===== src/rtl/ptp_ts_pkg.sv =====
package ptp_ts_pkg;
   typedef enum logic [1:0] {
      MODE_OFF    = 2'b00,
      MODE_V1_L4  = 2'b01,
      MODE_V2_EVT = 2'b10,
      MODE_RSVD   = 2'b11
   } ts_mode_e;

   localparam int PTP_ETYPE_DEF  = 16'h88F7;
   localparam int EVENT_PORT_DEF = 319;
   localparam int V2_EVT_TYPES   = 4;
endpackage


===== src/rtl/ptp_ts_classifier.sv =====
module ptp_ts_classifier
   import ptp_ts_pkg::*;
#(
   parameter int ETYPE_W    = 16,
   parameter int PORT_W     = 16,
   parameter int VER_W      = 4,
   parameter int MSG_W      = 8,
   parameter int PTP_ETYPE  = PTP_ETYPE_DEF,
   parameter int EVENT_PORT = EVENT_PORT_DEF,
   parameter bit V1_EN      = 1'b1
) (
   input  logic [1:0]         cfg_mode,
   input  logic [MSG_W-1:0]   cfg_v1_msg,
   input  logic [ETYPE_W-1:0] pkt_etype,
   input  logic               pkt_is_udp,
   input  logic [PORT_W-1:0]  pkt_dport,
   input  logic [VER_W-1:0]   pkt_ver,
   input  logic [MSG_W-1:0]   pkt_msg_id,
   output logic               match
);
   localparam int TYPE_W = 4;

   logic on_l2, on_l4, v2_event, v2_hit, v1_hit;

   assign on_l2    = (pkt_etype == ETYPE_W'(PTP_ETYPE));
   assign on_l4    = pkt_is_udp && (pkt_dport == PORT_W'(EVENT_PORT));
   assign v2_event = (pkt_msg_id[TYPE_W-1:0] < TYPE_W'(V2_EVT_TYPES));
   assign v2_hit   = (cfg_mode == MODE_V2_EVT) && (pkt_ver == VER_W'(2))
                     && v2_event && (on_l2 || on_l4);

   generate
      if (V1_EN) begin : g_v1
         assign v1_hit = (cfg_mode == MODE_V1_L4) && (pkt_ver == VER_W'(1))
                         && on_l4 && (pkt_msg_id == cfg_v1_msg);
      end else begin : g_no_v1
         assign v1_hit = 1'b0;
      end
   endgenerate

   assign match = v1_hit || v2_hit;
endmodule


===== src/rtl/ptp_ts_latch.sv =====
module ptp_ts_latch #(
   parameter int TIME_W = 64
) (
   input  logic              clk,
   input  logic              rst_n,
   input  logic              hit,
   input  logic              rd_hi,
   input  logic [TIME_W-1:0] now,
   output logic              full,
   output logic              took,
   output logic [TIME_W-1:0] stamp
);
   assign took = hit && !full;

   always_ff @(posedge clk) begin
      if (!rst_n) begin
         full  <= 1'b0;
         stamp <= '0;
      end else begin
         if (took) begin
            full  <= 1'b1;
            stamp <= now;
         end else if (rd_hi) begin
            full <= 1'b0;
         end
      end
   end
endmodule


===== src/rtl/ptp_ts_capture.sv =====
module ptp_ts_capture
   import ptp_ts_pkg::*;
#(
   parameter int TIME_W     = 64,
   parameter int WORD_W     = 32,
   parameter int ETYPE_W    = 16,
   parameter int PORT_W     = 16,
   parameter int VER_W      = 4,
   parameter int MSG_W      = 8,
   parameter int PTP_ETYPE  = PTP_ETYPE_DEF,
   parameter int EVENT_PORT = EVENT_PORT_DEF,
   parameter bit V1_EN      = 1'b1
) (
   input  logic               clk,
   input  logic               rst_n,
   input  logic               cfg_enable,
   input  logic [1:0]         cfg_mode,
   input  logic [MSG_W-1:0]   cfg_v1_msg,
   input  logic [TIME_W-1:0]  sys_time,
   input  logic               sof,
   input  logic [ETYPE_W-1:0] pkt_etype,
   input  logic               pkt_is_udp,
   input  logic [PORT_W-1:0]  pkt_dport,
   input  logic [VER_W-1:0]   pkt_ver,
   input  logic [MSG_W-1:0]   pkt_msg_id,
   input  logic               rd_hi,
   output logic               ts_valid,
   output logic [WORD_W-1:0]  ts_lo,
   output logic [WORD_W-1:0]  ts_hi,
   output logic               stat_vld,
   output logic               stat_ts
);
   generate
      if (TIME_W != 2 * WORD_W) begin : g_bad_split
         $error("TIME_W must be twice WORD_W");
      end
      if (MSG_W < 4 || VER_W < 2) begin : g_bad_fields
         $error("message field needs 4 bits, version field 2 bits");
      end
   endgenerate

   logic              cls_match, hit, took;
   logic [TIME_W-1:0] stamp;
   logic              stat_vld_q, stat_ts_q;

   ptp_ts_classifier #(
      .ETYPE_W(ETYPE_W), .PORT_W(PORT_W), .VER_W(VER_W), .MSG_W(MSG_W),
      .PTP_ETYPE(PTP_ETYPE), .EVENT_PORT(EVENT_PORT), .V1_EN(V1_EN)
   ) u_cls (
      .cfg_mode  (cfg_mode),
      .cfg_v1_msg(cfg_v1_msg),
      .pkt_etype (pkt_etype),
      .pkt_is_udp(pkt_is_udp),
      .pkt_dport (pkt_dport),
      .pkt_ver   (pkt_ver),
      .pkt_msg_id(pkt_msg_id),
      .match     (cls_match)
   );

   assign hit = sof && cfg_enable && cls_match;

   ptp_ts_latch #(.TIME_W(TIME_W)) u_latch (
      .clk  (clk),
      .rst_n(rst_n),
      .hit  (hit),
      .rd_hi(rd_hi),
      .now  (sys_time),
      .full (ts_valid),
      .took (took),
      .stamp(stamp)
   );

   always_ff @(posedge clk) begin
      if (!rst_n) begin
         stat_vld_q <= 1'b0;
         stat_ts_q  <= 1'b0;
      end else begin
         stat_vld_q <= sof;
         stat_ts_q  <= took;
      end
   end

   assign stat_vld = stat_vld_q;
   assign stat_ts  = stat_ts_q;
   assign ts_lo    = stamp[WORD_W-1:0];
   assign ts_hi    = stamp[TIME_W-1:WORD_W];
endmodule


===== config.mk =====
export PLATFORM = sky130hd
export DESIGN_NAME = ptp_ts_capture
export DESIGN_NICKNAME = d
export VERILOG_FILES = /design/src/rtl/ptp_ts_pkg.sv /design/src/rtl/ptp_ts_classifier.sv /design/src/rtl/ptp_ts_latch.sv /design/src/rtl/ptp_ts_capture.sv
export SDC_FILE = /design/constraint.sdc
export NUM_CORES = 1
export LEC_CHECK = 0
export BUFFER_PORTS_ARGS = -buffer_cell sky130_fd_sc_hd__buf_2
export CAP_MARGIN = 20
export CORE_UTILIZATION = 49
export DETAILED_ROUTE_END_ITERATION = 16
export PLACE_DENSITY_LB_ADDON = 0.12
export SYNTH_ARGS = -nofsm -noshare
export SYNTH_HDL_FRONTEND = slang
export SYNTH_SLANG_ARGS = --single-unit

===== constraint.sdc =====
create_clock -name clk -period 3 [get_ports clk]
set_clock_uncertainty 0.2 [all_clocks]
set_input_delay 0.15 -clock clk [delete_from_list [all_inputs] [get_ports clk]]
set_output_delay 0.15 -clock clk [all_outputs]
set_load 0.02 [all_outputs]

# After elaboration in Yosys (flattened, before gate mapping)

Index checks and enable logic that the tools add are counted.

Register bits after elaboration: 67
Bits of input ports: 124
Output and inout port bits: 67
Logic and storage cells: 28

Magnitude comparators: 1
Equality and inequality tests: 7
Multiplexer cells: 2
Reductions and logical operators: 14

Operators by type and width:

| kind                 | number |
|---|---|
| $eq 16x16->1 const B | 1 |
| $eq 16x9->1 const B  | 1 |
| $logic_and 1x1->1    | 10 |
| $eq 8x8->1           | 1 |
| $eq 4x1->1 const B   | 1 |
| $eq 4x2->1 const B   | 1 |
| $lt 4x3->1 const B   | 1 |
| $eq 2x1->1 const B   | 1 |
| $eq 2x2->1 const B   | 1 |
| $logic_or 1x1->1     | 2 |
| $mux 1               | 2 |
| $reduce_bool 2->1    | 1 |
| $logic_not 1->1      | 1 |

# Longest topological paths before layout

Word-level depth: 8
Depth in mapped cells: 8
Mapped depth without buffers: 5

# Hierarchy

Synthesis repeated with hierarchy kept, for this count alone.

Cells, all modules: 316
Area, all modules: 2,897.8 µm²

By module, submodules not included:

| module            | instances | cells each | area an instance (µm²) | seq. area each (µm²) |
|---|---|---|---|---|
| ptp_ts_latch      | 1         | 281        | 2,612.5                | 1,301.2 |
| ptp_ts_classifier | 1         | 30         | 226.5                  | 0.0 |
| ptp_ts_capture    | 1         | 5          | 58.8                   | 40.0 |

# Worst setup path before layout

No wires, ideal clock.

Path kind: reg-to-reg
From: reg u_latch.full
To: reg u_latch.stamp[31]
Arrival: 1.725 ns
Required time: 2.705 ns
Slack: 0.979 ns
Stages on the path, launching flop included: 8
Path through: dfxtp_1 or3_1 nor4_1 a32o_1 buf_4 buf_6 o2111ai_1 o311ai_1

Longest elaborated chain between the ends: 2

RTL lines:

| item                     | RTL line           | source |
|---|---|---|
| start: declaration       | ptp_ts_latch.sv:9  | `output logic full,` |
| start signal: assignment | ptp_ts_latch.sv:17 | `full <= 1'b0;` |
| start signal: assignment | ptp_ts_latch.sv:21 | `full <= 1'b1;` |
| start signal: assignment | ptp_ts_latch.sv:24 | `full <= 1'b0;` |
| $logic_not 1->1          | ptp_ts_latch.sv:13 | `assign took = hit && !full;` |
| $logic_and 1x1->1        | ptp_ts_latch.sv:13 |  |
| end signal: assignment   | ptp_ts_latch.sv:22 | `stamp <= now;` |
| end: declaration         | ptp_ts_latch.sv:11 | `output logic [TIME_W-1:0] stamp` |

No other way between the ends.
A chain may end at the register's enable or synchronous reset.

# Worst setup path after layout

From: reg u_latch.full
To: reg u_latch.stamp[36]

The elaborated chain is that of the path after synthesis.

==> metrics.md <==
| Metric | Value |
|---|---|
| Die W | `88.8 um` |
| Die Y-Extent | `88.8 um` |
| Share of layout cells above drive strength 1 | `33.0%` |
| Post-synthesis cell type with the largest combined area | `dfxtp_1` |
| R2R cell count | `7` |
| Unrepaired setup endpoints after global routing | `false` |
| Slew margin rel. | `53.4%` |
| GP Congestion | `0.827` |
| Synthesized cell area | `0.00369 sq mm` |
| Leak | `2.13 nW` |
| Clk buf depth | `2` |
| Clock slew at reported path FFs | `0.07 ns` |
| Worst endpoint required time | `2.98 ns` |
| Post-synth top cells | `nand2_1, dfxtp_1, nand3_1` |
| Final #Nets | `771` |
| # clock sinks | `67` |
| PD cells | `325 mW/mm^2` |
| Most frequent cell after synthesis | `nand2_1` |
| Final Hold Violating Endpoints | `0` |
| Core area | `0.00725 sq mm` |
| Hold Crit Endpoint | `u_latch.stamp[47]` |
| Area share of the largest cell type after synthesis | `36.3%` |
| HPWL Detailed | `6.84 mm` |
| Switching power | `426 uW` |
| Hold Path Depth | `3` |
| CTS tree | `yes` |
| R2R setup slack | `0.63 ns` |
| Worst Hold Launch | `rst_n` |
| Setup TNS | `0 ns` |
| Fin util | `74.8%` |
| Global-route wire length before repair | `19.2 mm` |
| Gr ovfl total | `0` |
| Area Overhead vs Synth | `47.0%` |
| Fmax | `0.421 GHz` |
| Starting Density | `50.9%` |
| Switching share of power | `24.2%` |
| Vias in the first global route | `4047` |
| Internal power | `1.34 mW` |
| Post-CTS Setup Inserts | `0` |
| Synth Instances | `436` |
| Worst hold path class | `in2reg` |
| Synth warn | `0` |
| Flop pwr share | `50.5%` |
| Worst Setup SP | `u_latch.full` |
| Predominant post-synthesis flop cell | `dfxtp_1` |
| CP arrival | `2.35 ns` |
| Worst Setup End Kind | `register` |
| Post-route DRC | `0` |
| Sequential area share after synthesis | `36.3%` |
| Status | `finished, final reports clean` |
| Type of origin of the critical path | `register` |
| Synth cell types | `35` |
| WS Path Type | `reg2reg` |
| Ranking of synthesized cells by area | `dfxtp_1, o2111ai_1, o311ai_1` |
| Register bit total from synthesis | `67` |
| Period utilization | `79.1%` |
| Final-report max-slew violation count | `0` |
| Critical R2R Capture | `u_latch.stamp[36]` |
| Slew @ Worst Pin | `0.699 ns` |
| Max rail drop VDD | `0.000222 V` |
| Largest net degree at the start of global routing | `130` |
| Minimum clock period | `2.37 ns` |
| Avg Inst Size Synth | `8.47 sq um` |
| Gr usage total | `30.9%` |
| Port bufs | `190` |
| Post-synth EDFFs | `0` |
| Num rows | `31` |
| Initial DRC count | `320` |
| Num CTS Buffers | `9` |
| Final WL | `12.3 mm` |
| Clk pwr share | `36.4%` |
| Io pins | `191` |
| Crit Path Max Fanout | `64` |
| Reg-to-reg startpoint | `u_latch.full` |
| Number of diodes | `0` |
| H-tree depth | `3` |
| Final ANT Viol Nets | `0` |
| Routed vias/inst | `6.10` |
| Die Area | `0.00789 sq mm` |
| Synthesized Nets | `560` |
| Wirelength per Cell | `16.4 um` |
| WHS | `0.106 ns` |
| Later-pin clock latency in the skew report | `0.33 ns` |
| Root Driver | `clkbuf_8` |
| Via count | `4573` |
| Initial antenna violation count | `0` |
| 1st-pass router iterations | `7` |
| Finish-stage setup viols | `0` |
| Maxcap violations | `0` |
| Fillers | `561` |
| Share of power burned in combinational logic | `13.2%` |
| Asr flop ratio synth | `0%` |
==> what timing repair did <==
| item | 4_1_cts | 5_1_grt |
|---|---|---|
| hold endpoints to repair | 66 | 0 |
| resized for setup | 0 | 0 |
| hold buffers | 66 | 0 |
==> worst max-delay path by stage <==
stage	endpoint	slack [ns]	depth (start not counted)
after floorplan	u_latch.stamp[31]	0.98	7
after global placement	u_latch.stamp[35]	0.64	7
after detailed placement	u_latch.stamp[36]	0.62	7
after CTS	u_latch.stamp[36]	0.66	7
after global routing	u_latch.stamp[57]	0.49	7
final	u_latch.stamp[36]	0.63	7
==> layer usage <==
layer	share of wire, %	global-route usage [%]	vias up
met5	0	0	-
met4	2.0	11.7	0
met3	6.2	6.06	26
met2	50	50.3	187
met1	42	40.6	2162
li1	-	-	2198
==> logic make-up (layout without fill, tap and decap cells) <==
| family | after synthesis | count (layout) | synth area share (%) |
|---|---|---|---|
| buffers and inverters | 63 | 278 | 8.06 |
| DFF | 67 | 67 | 36.3 |
| AOI/OAI and AO/OA | 132 | 132 | 31.3 |
| xor gates and xnor gates | 8 | 8 | 1.90 |
| and+or+nand+nor | 166 | 166 | 22.4 |
==> state kept, by name, indices dropped and copies added (netlist names) <==
| register | count |
|---|---|
| stat_ts | 1 |
| stat_vld | 1 |
| u_latch.full | 1 |
| u_latch.stamp | 64 |
==> power groups by stage <==
| stage | Sequential, mW | Combinational (mW) | Clock [mW] |
|---|---|---|---|
| after floorplan | 0.911 | 0.0607 | 0 |
| after global placement | 0.910 | 0.153 | 0 |
| after detailed placement | 0.910 | 0.157 | 0 |
| after CTS | 0.890 | 0.225 | 0.653 |
| after global routing | 0.889 | 0.250 | 0.707 |
| final | 0.890 | 0.232 | 0.642 |
==> layout make-up <==
cell class | count | area (sq um) | area share, %
Clock inverter | 3 | 15.0 | 0.277
Clock buffer | 12 | 145 | 2.67
Multi-Input combinational cell | 306 | 2090 | 38.4
Timing Repair Buffer | 263 | 1720 | 31.6
Sequential cell | 67 | 1340 | 24.7
Tap cell | 99 | 124 | 2.28
==> worst max-delay path, cell delays in order (launching register included) <==
cell,delay (ns)
dfxtp_1,0.32
or3_1,0.39
nor4_1,0.35
buf_4,0.19
a32oi_4,0.05
buf_4,0.37
nand3_1,0.17
o311ai_0,0.13
==> metrics by stage <==
step | total power, mW | cell area [sq um] | instances | setup slack [ns]
5_1_grt | 1.85 | 5430 | 750 | 0.490
4_1_cts | 1.77 | 5430 | 750 | 0.661
3_3_place_gp | 1.06 | 4610 | 669 | 0.643
6_report | 1.76 | 5430 | 750 | 0.627
2_1_floorplan | 0.972 | 3690 | 436 | 0.979
3_5_place_dp | 1.07 | 4610 | 669 | 0.616
==> cell usage in the layout (no fill, tap or decap), types with 3 or more instances in the layout <==
| master | n |
|---|---|
| o311ai_1 | 60 |
| buf_4 | 4 |
| o2111ai_1 | 64 |
| clkinv_2 | 3 |
| o311ai_0 | 4 |
| nor4_1 | 4 |
| nand3_1 | 65 |
| clkbuf_8 | 10 |
| xnor2_1 | 6 |
| nand4_1 | 6 |
| buf_2 | 189 |
| nand2_1 | 68 |
| buf_12 | 4 |
| dlygate4sd3_1 | 66 |
| nand4bb_1 | 3 |
| dfxtp_1 | 67 |
(Power assumes the default switching activity.)
